### src/rtl/irq_hub_pkg.sv
package irq_hub_pkg;
  localparam logic [7:0] ADR_CFG   = 8'h00;
  localparam logic [7:0] ADR_WEDGE = 8'h01;
  localparam logic [7:0] ADR_MSET  = 8'h02;
  localparam logic [7:0] ADR_MCLR  = 8'h03;
  localparam logic [4:0] ADR_PEND_W = 5'b00010;  // 0x10..0x17
  localparam logic [4:0] ADR_MASK_W = 5'b00011;  // 0x18..0x1F
  localparam logic [1:0] RGN_MAP = 2'd1;          // 0x40 + s
  localparam logic [1:0] RGN_CTX = 2'd2;          // 0x80 + s
  localparam logic [1:0] RGN_CTL = 2'd3;          // 0xC0 + s
  localparam int WEDGE_SET_BIT = 31;
  localparam int MAP_EN_BIT    = 31;
  localparam int MAP_NMI_BIT   = 30;
  localparam int CTL_INV_BIT   = 0;
  localparam int CTL_EDGE_BIT  = 1;
endpackage

### src/rtl/irq_hub_srcbank.sv
module irq_hub_srcbank #(
  parameter int NUM_SRC = 16
) (
  input  logic               clk,
  input  logic               rst,
  input  logic [NUM_SRC-1:0] irq_src,
  input  logic [NUM_SRC-1:0] invert,
  input  logic [NUM_SRC-1:0] edge_mode,
  input  logic [NUM_SRC-1:0] sw_set,
  input  logic [NUM_SRC-1:0] sw_clr,
  output logic [NUM_SRC-1:0] pend
);
  logic [NUM_SRC-1:0] act, act_d, latch_q, edge_evt;

  assign act      = irq_src ^ invert;
  assign edge_evt = edge_mode & act & ~act_d;

  // A set (edge or software) in the same cycle as a clear wins: no event lost.
  always_ff @(posedge clk) begin
    if (rst) begin
      act_d   <= '0;
      latch_q <= '0;
    end else begin
      act_d   <= act;
      latch_q <= (latch_q & ~sw_clr) | sw_set | edge_evt;
    end
  end

  assign pend = latch_q | (~edge_mode & act);
endmodule

### src/rtl/irq_hub_router.sv
module irq_hub_router #(
  parameter int NUM_SRC = 16,
  parameter int NUM_CTX = 4,
  parameter int NUM_PIN = 4,
  parameter int PIN_W   = 2
) (
  input  logic                                clk,
  input  logic                                rst,
  input  logic [NUM_SRC-1:0]                  pend,
  input  logic [NUM_SRC-1:0]                  mask,
  input  logic [NUM_SRC-1:0]                  map_en,
  input  logic [NUM_SRC-1:0]                  map_nmi,
  input  logic [NUM_SRC-1:0][PIN_W-1:0]       map_pin,
  input  logic [NUM_SRC-1:0][NUM_CTX-1:0]     ctx_msk,
  output logic [NUM_CTX*NUM_PIN-1:0]          pin_q,
  output logic [NUM_CTX-1:0]                  nmi_q
);
  logic [NUM_SRC-1:0]         live_pin, live_nmi;
  logic [NUM_CTX*NUM_PIN-1:0] pin_d;
  logic [NUM_CTX-1:0]         nmi_d;

  assign live_pin = pend & mask & map_en & ~map_nmi;
  assign live_nmi = pend & map_nmi;

  for (genvar c = 0; c < NUM_CTX; c++) begin : g_ctx
    for (genvar p = 0; p < NUM_PIN; p++) begin : g_pin
      logic hit;
      always_comb begin
        hit = 1'b0;
        for (int s = 0; s < NUM_SRC; s++)
          hit = hit | (live_pin[s] & ctx_msk[s][c] & (map_pin[s] == PIN_W'(p)));
      end
      assign pin_d[c*NUM_PIN+p] = hit;
    end
    logic nhit;
    always_comb begin
      nhit = 1'b0;
      for (int s = 0; s < NUM_SRC; s++)
        nhit = nhit | (live_nmi[s] & ctx_msk[s][c]);
    end
    assign nmi_d[c] = nhit;
  end

  always_ff @(posedge clk) begin
    if (rst) begin
      pin_q <= '0;
      nmi_q <= '0;
    end else begin
      pin_q <= pin_d;
      nmi_q <= nmi_d;
    end
  end
endmodule

### src/rtl/irq_hub.sv
module irq_hub
  import irq_hub_pkg::*;
#(
  parameter int NUM_SRC = 16,
  parameter int NUM_CTX = 4,
  parameter int NUM_PIN = 4
) (
  input  logic                       clk,
  input  logic                       rst,
  input  logic                       bus_wr,
  input  logic                       bus_rd,
  input  logic [7:0]                 bus_addr,
  input  logic [31:0]                bus_wdata,
  output logic [31:0]                bus_rdata,
  input  logic [NUM_SRC-1:0]         irq_src,
  output logic [NUM_CTX*NUM_PIN-1:0] ctx_pin,
  output logic [NUM_CTX-1:0]         ctx_nmi
);
  // NUM_SRC: multiple of 8, at most 64. NUM_CTX at most 32.
  localparam int SW    = (NUM_SRC > 1) ? $clog2(NUM_SRC) : 1;
  localparam int PIN_W = (NUM_PIN > 1) ? $clog2(NUM_PIN) : 1;
  localparam logic [7:0]  NSRC8   = 8'(NUM_SRC);
  localparam logic [31:0] CFG_VAL = {8'h00, 8'(NUM_PIN), 8'(NUM_CTX), 8'(NUM_SRC/8 - 1)};

  logic [NUM_SRC-1:0]             mask_q, inv_q, edge_q, map_en, map_nmi;
  logic [NUM_SRC-1:0][PIN_W-1:0]  map_pin;
  logic [NUM_SRC-1:0][NUM_CTX-1:0] ctx_msk;
  logic [NUM_SRC-1:0]             sw_set, sw_clr, pend_w;

  // Command decode: source number in data[7:0]
  logic          cmd_ok;
  logic [SW-1:0] cmd_sel;
  assign cmd_ok  = bus_wdata[7:0] < NSRC8;
  assign cmd_sel = bus_wdata[SW-1:0];

  // Per-source register decode: source number in addr[5:0]
  logic [1:0]    rgn;
  logic          idx_ok;
  logic [SW-1:0] idx_sel;
  assign rgn     = bus_addr[7:6];
  assign idx_ok  = {2'b00, bus_addr[5:0]} < NSRC8;
  assign idx_sel = bus_addr[SW-1:0];

  always_comb begin
    sw_set = '0;
    sw_clr = '0;
    if (bus_wr && bus_addr == ADR_WEDGE && cmd_ok) begin
      if (bus_wdata[WEDGE_SET_BIT]) sw_set[cmd_sel] = 1'b1;
      else                          sw_clr[cmd_sel] = 1'b1;
    end
  end

  always_ff @(posedge clk) begin
    if (rst) begin
      mask_q  <= '0;
      inv_q   <= '0;
      edge_q  <= '0;
      map_en  <= '0;
      map_nmi <= '0;
      map_pin <= '0;
      ctx_msk <= '0;
    end else if (bus_wr) begin
      if (bus_addr == ADR_MSET && cmd_ok) mask_q[cmd_sel] <= 1'b1;
      if (bus_addr == ADR_MCLR && cmd_ok) mask_q[cmd_sel] <= 1'b0;
      if (idx_ok) begin
        case (rgn)
          RGN_MAP: begin
            map_en[idx_sel]  <= bus_wdata[MAP_EN_BIT];
            map_nmi[idx_sel] <= bus_wdata[MAP_NMI_BIT];
            map_pin[idx_sel] <= bus_wdata[PIN_W-1:0];
          end
          RGN_CTX: ctx_msk[idx_sel] <= bus_wdata[NUM_CTX-1:0];
          RGN_CTL: begin
            inv_q[idx_sel]  <= bus_wdata[CTL_INV_BIT];
            edge_q[idx_sel] <= bus_wdata[CTL_EDGE_BIT];
          end
          default: ;
        endcase
      end
    end
  end

  // Read path
  logic [255:0] pend_pad, mask_pad;
  logic [31:0]  rd_val;
  assign pend_pad = 256'(pend_w);
  assign mask_pad = 256'(mask_q);

  always_comb begin
    rd_val = '0;
    case (rgn)
      2'd0: begin
        if (bus_addr == ADR_CFG)            rd_val = CFG_VAL;
        else if (bus_addr[7:3] == ADR_PEND_W) rd_val = pend_pad[{bus_addr[2:0], 5'b0} +: 32];
        else if (bus_addr[7:3] == ADR_MASK_W) rd_val = mask_pad[{bus_addr[2:0], 5'b0} +: 32];
      end
      RGN_MAP: if (idx_ok) begin
        rd_val[MAP_EN_BIT]  = map_en[idx_sel];
        rd_val[MAP_NMI_BIT] = map_nmi[idx_sel];
        rd_val[PIN_W-1:0]   = map_pin[idx_sel];
      end
      RGN_CTX: if (idx_ok) rd_val[NUM_CTX-1:0] = ctx_msk[idx_sel];
      RGN_CTL: if (idx_ok) begin
        rd_val[CTL_INV_BIT]  = inv_q[idx_sel];
        rd_val[CTL_EDGE_BIT] = edge_q[idx_sel];
      end
      default: ;
    endcase
  end

  always_ff @(posedge clk) begin
    if (rst)         bus_rdata <= '0;
    else if (bus_rd) bus_rdata <= rd_val;
  end

  irq_hub_srcbank #(.NUM_SRC(NUM_SRC)) u_bank (
    .clk(clk), .rst(rst), .irq_src(irq_src), .invert(inv_q),
    .edge_mode(edge_q), .sw_set(sw_set), .sw_clr(sw_clr), .pend(pend_w)
  );

  irq_hub_router #(
    .NUM_SRC(NUM_SRC), .NUM_CTX(NUM_CTX), .NUM_PIN(NUM_PIN), .PIN_W(PIN_W)
  ) u_route (
    .clk(clk), .rst(rst), .pend(pend_w), .mask(mask_q), .map_en(map_en),
    .map_nmi(map_nmi), .map_pin(map_pin), .ctx_msk(ctx_msk),
    .pin_q(ctx_pin), .nmi_q(ctx_nmi)
  );
endmodule

### config.mk
export PLATFORM = sky130hd
export DESIGN_NAME = irq_hub
export DESIGN_NICKNAME = d
export VERILOG_FILES = /design/src/rtl/irq_hub_pkg.sv /design/src/rtl/irq_hub_srcbank.sv /design/src/rtl/irq_hub_router.sv /design/src/rtl/irq_hub.sv
export SDC_FILE = /design/constraint.sdc
export NUM_CORES = 1
export LEC_CHECK = 0
export ABC_AREA = 1
export CAP_MARGIN = 20
export CORE_ASPECT_RATIO = 1.4
export CORE_MARGIN = 4
export CORE_UTILIZATION = 45
export DETAILED_ROUTE_END_ITERATION = 8
export DONT_BUFFER_PORTS = 1
export PLACE_DENSITY = 0.63
export SYNTH_ARGS = -nofsm -noshare
export SYNTH_HDL_FRONTEND = slang
export SYNTH_SLANG_ARGS = --single-unit
export TNS_END_PERCENT = 30
### constraint.sdc
create_clock -name clk -period 2.31 [get_ports clk]
set_input_delay 0.3465 -clock clk [delete_from_list [all_inputs] [get_ports clk]]
set_output_delay 0.3465 -clock clk [all_outputs]
set_load 0.02 [all_outputs]
==> results of run 1 <==
## sequential cells by signal, indices dropped and copies added, names as in the netlist, named ones only
name,cells
ctx_msk,64
map_pin,32
bus_rdata,19
edge_q,16
inv_q,16
map_en,16
map_nmi,16
u_bank.act_d,16
u_bank.latch_q,16
u_route.pin_q,16
u_route.nmi_q,4
mask_q,1
## routing by layer
layer  vias to the layer above  track usage [%]  wire length (µm)
met2                       651             57.6             29600
li1                       7890                -                 -
met3                       161             3.23              3400
met1                      7148             37.6             22800
met4                         0             20.2              4460
met5                         -                0                 0
## cell usage after synthesis, drive strengths merged, types with 8 or more instances
master,count
inv,282
a22oi,8
o221ai,14
dfxtp,247
clkbuf,48
o22ai,28
o21ai,231
nand3,40
a21oi,192
nand2,945
buf,42
nand4,23
nor2,389
## how the worst max path moves through the flow
stage	start	endpoint	slack (ps)	depth (start not counted)
finish	inv_q[3]	u_route.pin_q[6]	180	12
global route	inv_q[9]	u_route.pin_q[5]	-20	12
CTS	inv_q[9]	u_route.pin_q[13]	200	12
detailed placement	inv_q[9]	u_route.pin_q[13]	210	12
global placement	inv_q[4]	u_route.pin_q[2]	230	12
floorplan	bus_addr[4]	flip-flop	800	9
## cell families after synthesis
family	synth area share [%]
other	0.0253
AOI/OAI and AO/OA	17.0
and+or+nand+nor	39.2
buffers and inverters	10.4
DFF	33.4
## worst max-delay path, delay by kind of cell (launching register included)
family                 cells  cell delay, ps
and+or+nand+nor           10            1270
AOI/OAI and AO/OA          1             380
DFF                        1             370
buffers and inverters      1              50
## layout make-up
| type | instances | area [µm²] | share of cell area, % |
|---|---|---|---|
| clock buffers | 35 | 736 | 4.49 |
| inverters | 286 | 1080 | 6.59 |
| multi-input cells | 1895 | 8400 | 51.3 |
| repair buffers | 67 | 586 | 3.58 |
| clock inverters | 10 | 85.1 | 0.520 |
| well taps | 440 | 551 | 3.36 |
| flip-flops and latches | 247 | 4940 | 30.2 |
## power by group
| group | total, µW | internal [µW] | switching [µW] |
|---|---|---|---|
| combinational | 540 | 130 | 409 |
| clock | 4170 | 2340 | 1830 |
| sequential | 4300 | 4280 | 19.6 |
| total | 9020 | 6760 | 2260 |
## per-stage QoR
step	worst slack [ps]	power, µW	setup TNS [ps]
after floorplan	798	4760	0
after global placement	232	4880	0
after detailed placement	207	4890	0
after CTS	202	9060	0
after global routing	-18.1	9270	-18.1
final	177	9020	0
## repair_timing
action / 4_1_cts / 5_1_grt
gates resized for setup: 0 / 6
hold buffers: 11 / 0
endpoints found under the setup margin: 0 / 14
hold endpoints to repair: 61 / 0
==> metrics.md, run 1 <==
| Metric | Value |
|---|---|
| Ratio of cells with drive above 1 in the final layout | 6.22% |
| Clk pin slew, worst setup/hold paths | ~70 ps |
| Total half-perimeter wirelength after legalization and detailed placement | roughly 46000 µm |
| Clk Latency, worst-skew pair | approximately 560 ps |
| Number of routed nets with antenna violations | 0 |
| Setup Viol. Count Final | 0 |
| Ant diodes | 0 |
| Worst hold path depth | 4 |
| Max-capacitance violation count | 0 |
| Kind of end point of the critical path | flip-flop |
| Wire length of the first global-routing pass | 89400 µm |
| Iteration-0 DRC count of the detailed router | approximately 1700 |
| Overall routed net length | between 60000 and 70000 µm |
| Design area | 16400 µm² |
| Yosys top cell by area | dfxtp_1 |
| Area of the die | ~36000 µm² |
| Count of filler cells inserted in the layout | 3499 |
| Final count of hold timing violations | 0 |
| Area inside the core boundary | roughly 32000 µm² |
| Via count | approximately 16000 |
| Hold path start | bus_wdata[31] |
| Maximum number of pins on one net before global-route repair | 107 |
| Wire length per cell | 20.2 µm |
| Synth top area share | roughly 33% |
| Remaining DRCs | 0 |
| Area of the mapped netlist | approximately 15000 µm² |
| Biggest fanout along the worst timing path | 4 |
| Slowest cell on the critical path | o21ai_0 |
| Mean area per synthesized cell | 5.92 µm² |
| Placement row count | around 80 |
| Yosys warning total | 0 |
| Cells after synthesis | 2506 |
| Clock Tree Buf Depth | 3 |
| Worst Hold End | u_bank.latch_q[8] |
| Post-synth ARST share | 0% |
| Least-Margin Pin Slew | between 700 and 800 ps |
| Clock root buffer master | clkbuf_16 |
| Minimum period implied by the final worst setup slack | approximately 2100 ps |
| Most frequent cell on the critical path | nand2_1 |
| Required arrival time at the worst endpoint | between 2000 and 3000 ps |
| Number of clock sinks seen by CTS | 247 |
| Ports placed on the boundary | around 110 |
| GRT overflow | 0 |
| Distinct cell type count after synthesis | 35 |
| Number of H-tree branching levels | 1 |
| Fin cells | roughly 3000 |
| Total CTS buffers | 26 |
| Power density normalized to cell area | around 550 nW/µm² |
| Placement-stage cell area | 15400 µm² |
| FF-to-FF setup slack | between 150 and 200 ps |
| Critical Path AT | roughly 2600 ps |
| Hold WS | between 15 and 20 ps |
| Post-synth EDFFs | 0 |
| Reg-to-reg critical path startpoint | inv_q[3] |
| Slowest cell delay on critical path | roughly 380 ps |
| Endpoint of the worst register-to-register path | u_route.pin_q[6] |
| Global routing usage summed across all routing layers | about a third |
| Number of global-route vias before repair | ~15000 |
| Setup bufs post-CTS | 0 |
| Port Buffers | 0 |
| Weighted congestion reported at the end of routability-driven placement | about 1 |
| Highest Clock Rate | roughly 470 MHz |
| Leakage power total | approximately 0.0076 µW |
| Routed via count divided by cell count | roughly 5.3 |
| Commonest cells after routing, fill and taps aside | nand2_1, nor2_1, inv_1, dfxtp_1, o21ai_0 |
| Max IR drop VDD | between 500 and 600 µV |
| Placed Instances | approximately 2900 |
| Depth of the worst register-to-register path | 12 |
| Flip-flop and latch count after synthesis | roughly 250 |
| Type of element launching the critical path | flip-flop |
| Crit-path cells | inv_1, nand2_1, nand2_1, o21ai_0, nand2_1, nor2_1, nand2_1, nand2_1, nor2_1, nand2_1, nor2_1, nor2_1 |
| Starting density of the core | between 40 and 50% |
| Die Span X | about 160 µm |
| Ys flop type | dfxtp_1 |
| Most common library cell in the layout ignoring fill and taps | nand2_1 |
| TritonCTS clock tree | yes |
| Run status | complete, no violations |
| Y dimension of the die | between 200 and 250 µm |
| Synth top area cells | dfxtp_1, nand2_1, nor2_1 |
| Category of the critical setup timing path | reg -> reg |
| Number of optimization iterations in the first detailed-route pass | 5 |
| Share of the yosys chip area belonging to registers | ~33% |
| Final core utilization | between 50 and 60% |
| Area growth from synthesis to final layout | 10.5% |
| Antenna violations before repair | 0 |
| Final Max Slew Viols | 0 |
| Worst setup skew after layout | 29.0 ps |
| Unrepaired setup endpoints after global routing | yes |
| Portion of the clock cycle consumed by the worst path in the final layout | between 90% and 100% |
| Number of nets in the final layout | about 2600 |
| Worst min path class | in -> reg |
| Headroom to the max-slew limit | a little under half |
No activity file was read; power rests on OpenSTA's default activity.
==> run 2: changes to the inputs <==
==> constraint.sdc (replaced) <==
create_clock -name clk -period 2.6 [get_ports clk]
set_input_delay 0.39 -clock clk [delete_from_list [all_inputs] [get_ports clk]]
set_output_delay 0.39 -clock clk [all_outputs]
set_load 0.02 [all_outputs]
==> metrics.md, run 2 (synthesis results as in run 1) <==
| Metric | Value |
|---|---|
| Clock root buffer master | clkbuf_16 |
| Highest Clock Rate | 436 MHz (-7.0%) |
| Placement row count | 78 (unchanged) |
| Remaining DRCs | 0 (unchanged) |
| Final core utilization | 50.1% (-0.33 points) |
| GR Util met2 | 57.7% (+0.095 points) |
| Area growth from synthesis to final layout | 9.73% |
| TritonCTS clock tree | yes |
| Power density normalized to cell area | 515 nW/µm² (-6.4%) |
| Iteration-0 DRC count of the detailed router | 1448 (-13%) |
| Met1 capacity usage during global routing | 38.2% (+0.66 points) |
| Switching Fraction | 24.5% (-0.56 points) |
| Most common library cell in the layout ignoring fill and taps | nand2_1 |
| Crit-path cells | inv_1, nand2_1, nand2_1, o21ai_0, nand2_1, nor2_1, nand2_1, nand2_1, nor2_1, nand2_1, nor2_1, nor2_1 |
| Minimum period implied by the final worst setup slack | 2290 ps (+161 ps) |
| Type of element launching the critical path | flip-flop |
| Total CTS buffers | 27 (+3.8%) |
| Worst min path class | in -> reg |
| Area occupied by multi-input gates | 8380 µm² (-0.15%) |
| Number of clock sinks seen by CTS | 247 (unchanged) |
| Worst setup skew after layout | 19.3 ps (-9.64 ps) |
| Total half-perimeter wirelength after legalization and detailed placement | 47000 µm (+1.7%) |
| Count of filler cells inserted in the layout | 3507 (+0.23%) |
| Wire length per cell | 20.5 µm (+1.4%) |
| Die Span X | 161 µm (unchanged) |
| CP top delay family | simple AND/OR/NAND/NOR gates |
| Required arrival time at the worst endpoint | 3090 ps (+290 ps) |
| Power Total | 8380 µW (-7.0%) |
| Logic gate share of total power | 5.4% (-0.6 points) |
| Slowest cell on the critical path | o21ai_0 |
| Headroom to the max-slew limit | 39.0% (-8.2 points) |
| Hold WS | 28.7 ps (+10.9 ps) |
| Max reg flops | 64 (unchanged) |
| Total internal power | 6330 µW (-6.3%) |
| Antenna violations before repair | 0 (unchanged) |
| Number of routed nets with antenna violations | 0 (unchanged) |
| Critical Path AT | 2790 ps (+170 ps) |
| Final count of hold timing violations | 0 (unchanged) |
| Setup Viol. Count Final | 0 (unchanged) |
| Leading registers by flop count | ctx_msk: 64 flops, map_pin: 32 flops, bus_rdata: 19 flops |
| Register cell area after layout | 4940 µm² (unchanged) |
| Max IR drop VDD | 634 µV (+25%) |
| Via count | 15800 (-0.57%) |
| Area inside the core boundary | 32500 µm² (unchanged) |
| Switching power | 2060 µW (-9.1%) |
| Y dimension of the die | 223 µm (unchanged) |
| Share of power burned in the clock network | 48.9% (+2.6 points) |
| Port Buffers | 0 (unchanged) |
| Least-Margin Pin Slew | 903 ps (+112 ps) |
| GRT overflow | 0 (unchanged) |
| Number of global-route vias before repair | 14700 (-1.5%) |
| Fraction of power consumed by sequential logic | 45.6% (-2.1 points) |
| Max-capacitance violation count | 0 (unchanged) |
| Area of the die | 36000 µm² (unchanged) |
| Ratio of cells with drive above 1 in the final layout | 5.75% (-0.47 points) |
| Setup bufs post-CTS | 0 (unchanged) |
| Number of nets in the final layout | 2559 (-0.93%) |
| Overall routed net length | 60700 µm (+0.71%) |
| Ant diodes | 0 (unchanged) |
| Run status | complete, no violations |
| Met3 usage | 3.40% (+0.17 points) |
| Maximum number of pins on one net before global-route repair | 73 (-32%) |
| Number of H-tree branching levels | 1 (unchanged) |
| Commonest cells after routing, fill and taps aside | nand2_1, nor2_1, inv_1, dfxtp_1, o21ai_0 |
| Gr busiest metal | met2 |
| Clk pin slew, worst setup/hold paths | 60 ps (about the same) |
| Final TNS setup | 0 ps (unchanged) |
| Clock Tree Buf Depth | 3 (unchanged) |
| Leakage power total | 0.00752 µW (-0.85%) |
| Buffer and inverter count on the worst path | 1 (unchanged) |
| Clk Latency, worst-skew pair | 570 ps (about the same) |
| Starting density of the core | 45.6% (unchanged) |
| Number of optimization iterations in the first detailed-route pass | 5 (unchanged) |
| Category of the critical setup timing path | reg -> reg |
| Wire length of the first global-routing pass | 89800 µm (+0.45%) |
| Global routing usage summed across all routing layers | 32.9% (+0.25 points) |
| Kind of end point of the critical path | flip-flop |
| Routed via count divided by cell count | 5.32 (+0.10%) |
| Most frequent cell on the critical path | nand2_1 |
| Final Max Slew Viols | 0 (unchanged) |
| Unrepaired setup endpoints after global routing | no |
| Biggest fanout along the worst timing path | 4 (unchanged) |
| Portion of the clock cycle consumed by the worst path in the final layout | 88.2% (-4.1 points) |
| Weighted congestion reported at the end of routability-driven placement | 0.965 (-2.9%) |
| Slowest cell delay on critical path | 520 ps (+140 ps) |
| Ports placed on the boundary | 112 (unchanged) |
| Biggest register | ctx_msk |
run 2: cell types whose count changed in the layout (fill, tap and decap cells not counted), sizes merged:
cell / delta
clkbuf: +1
dlygate4sd3: -8
buf: -17
bufinv: +2
clkinvlp: +2
run 2: power by group through the flow:
stage | logic (µW) | clock network [µW] | registers [µW]
floorplan | 327 | 0 | 3900
detailed placement | 423 | 0 | 3910
CTS | 448 | 4170 | 3820
global route | 483 | 4320 | 3820
global placement | 419 | 0 | 3910
finish | 456 | 4100 | 3820
run 2: metal layers:
metal	vias up	wire, µm
met2	553	29900
met1	7200	23400
met3	160	2970
li1	7847	-
met4	0	4440
met5	-	0
run 2: cell type report:
class | count | share of cell area, %
repair buffers | 42 | 2.25
well taps | 440 | 3.38
inverters | 286 | 6.63
clock inverters | 14 | 0.961
multi-input cells | 1895 | 51.5
flip-flops and latches | 247 | 30.4
clock buffers | 36 | 4.85
run 2: timing repair:
action                                 CTS  global route
setup endpoints to repair                0             0
gates resized for setup                  0             0
endpoints found under the hold margin   53             0
hold buffers                             3             0
run 2: worst paths after layout:
check / cells after the start / endpoint / slack, ps / from
max: 12 / u_route.pin_q[3] / 310 / inv_q[10]
min: 3 / u_bank.act_d[4] / 30 / irq_src[4]
min reg2reg: 1 / flip-flop / 460 / flip-flop
max reg2reg: 12 / u_route.pin_q[3] / 310 / inv_q[10]
run 2: per-stage QoR:
step | instances | setup slack [ps] | instance area [µm²]
2_1_floorplan | 2518 | 1040 | 14900
4_1_cts | 2960 | 416 | 16300
3_3_place_gp | 2907 | 427 | 15300
3_5_place_dp | 2907 | 438 | 15300
6_report | 2960 | 306 | 16300
5_1_grt | 2960 | 128 | 16300
run 2: worst min-delay path: stages:
cell	delay, ps
nand2_1	50
nand2_1	80
nor2_1	40
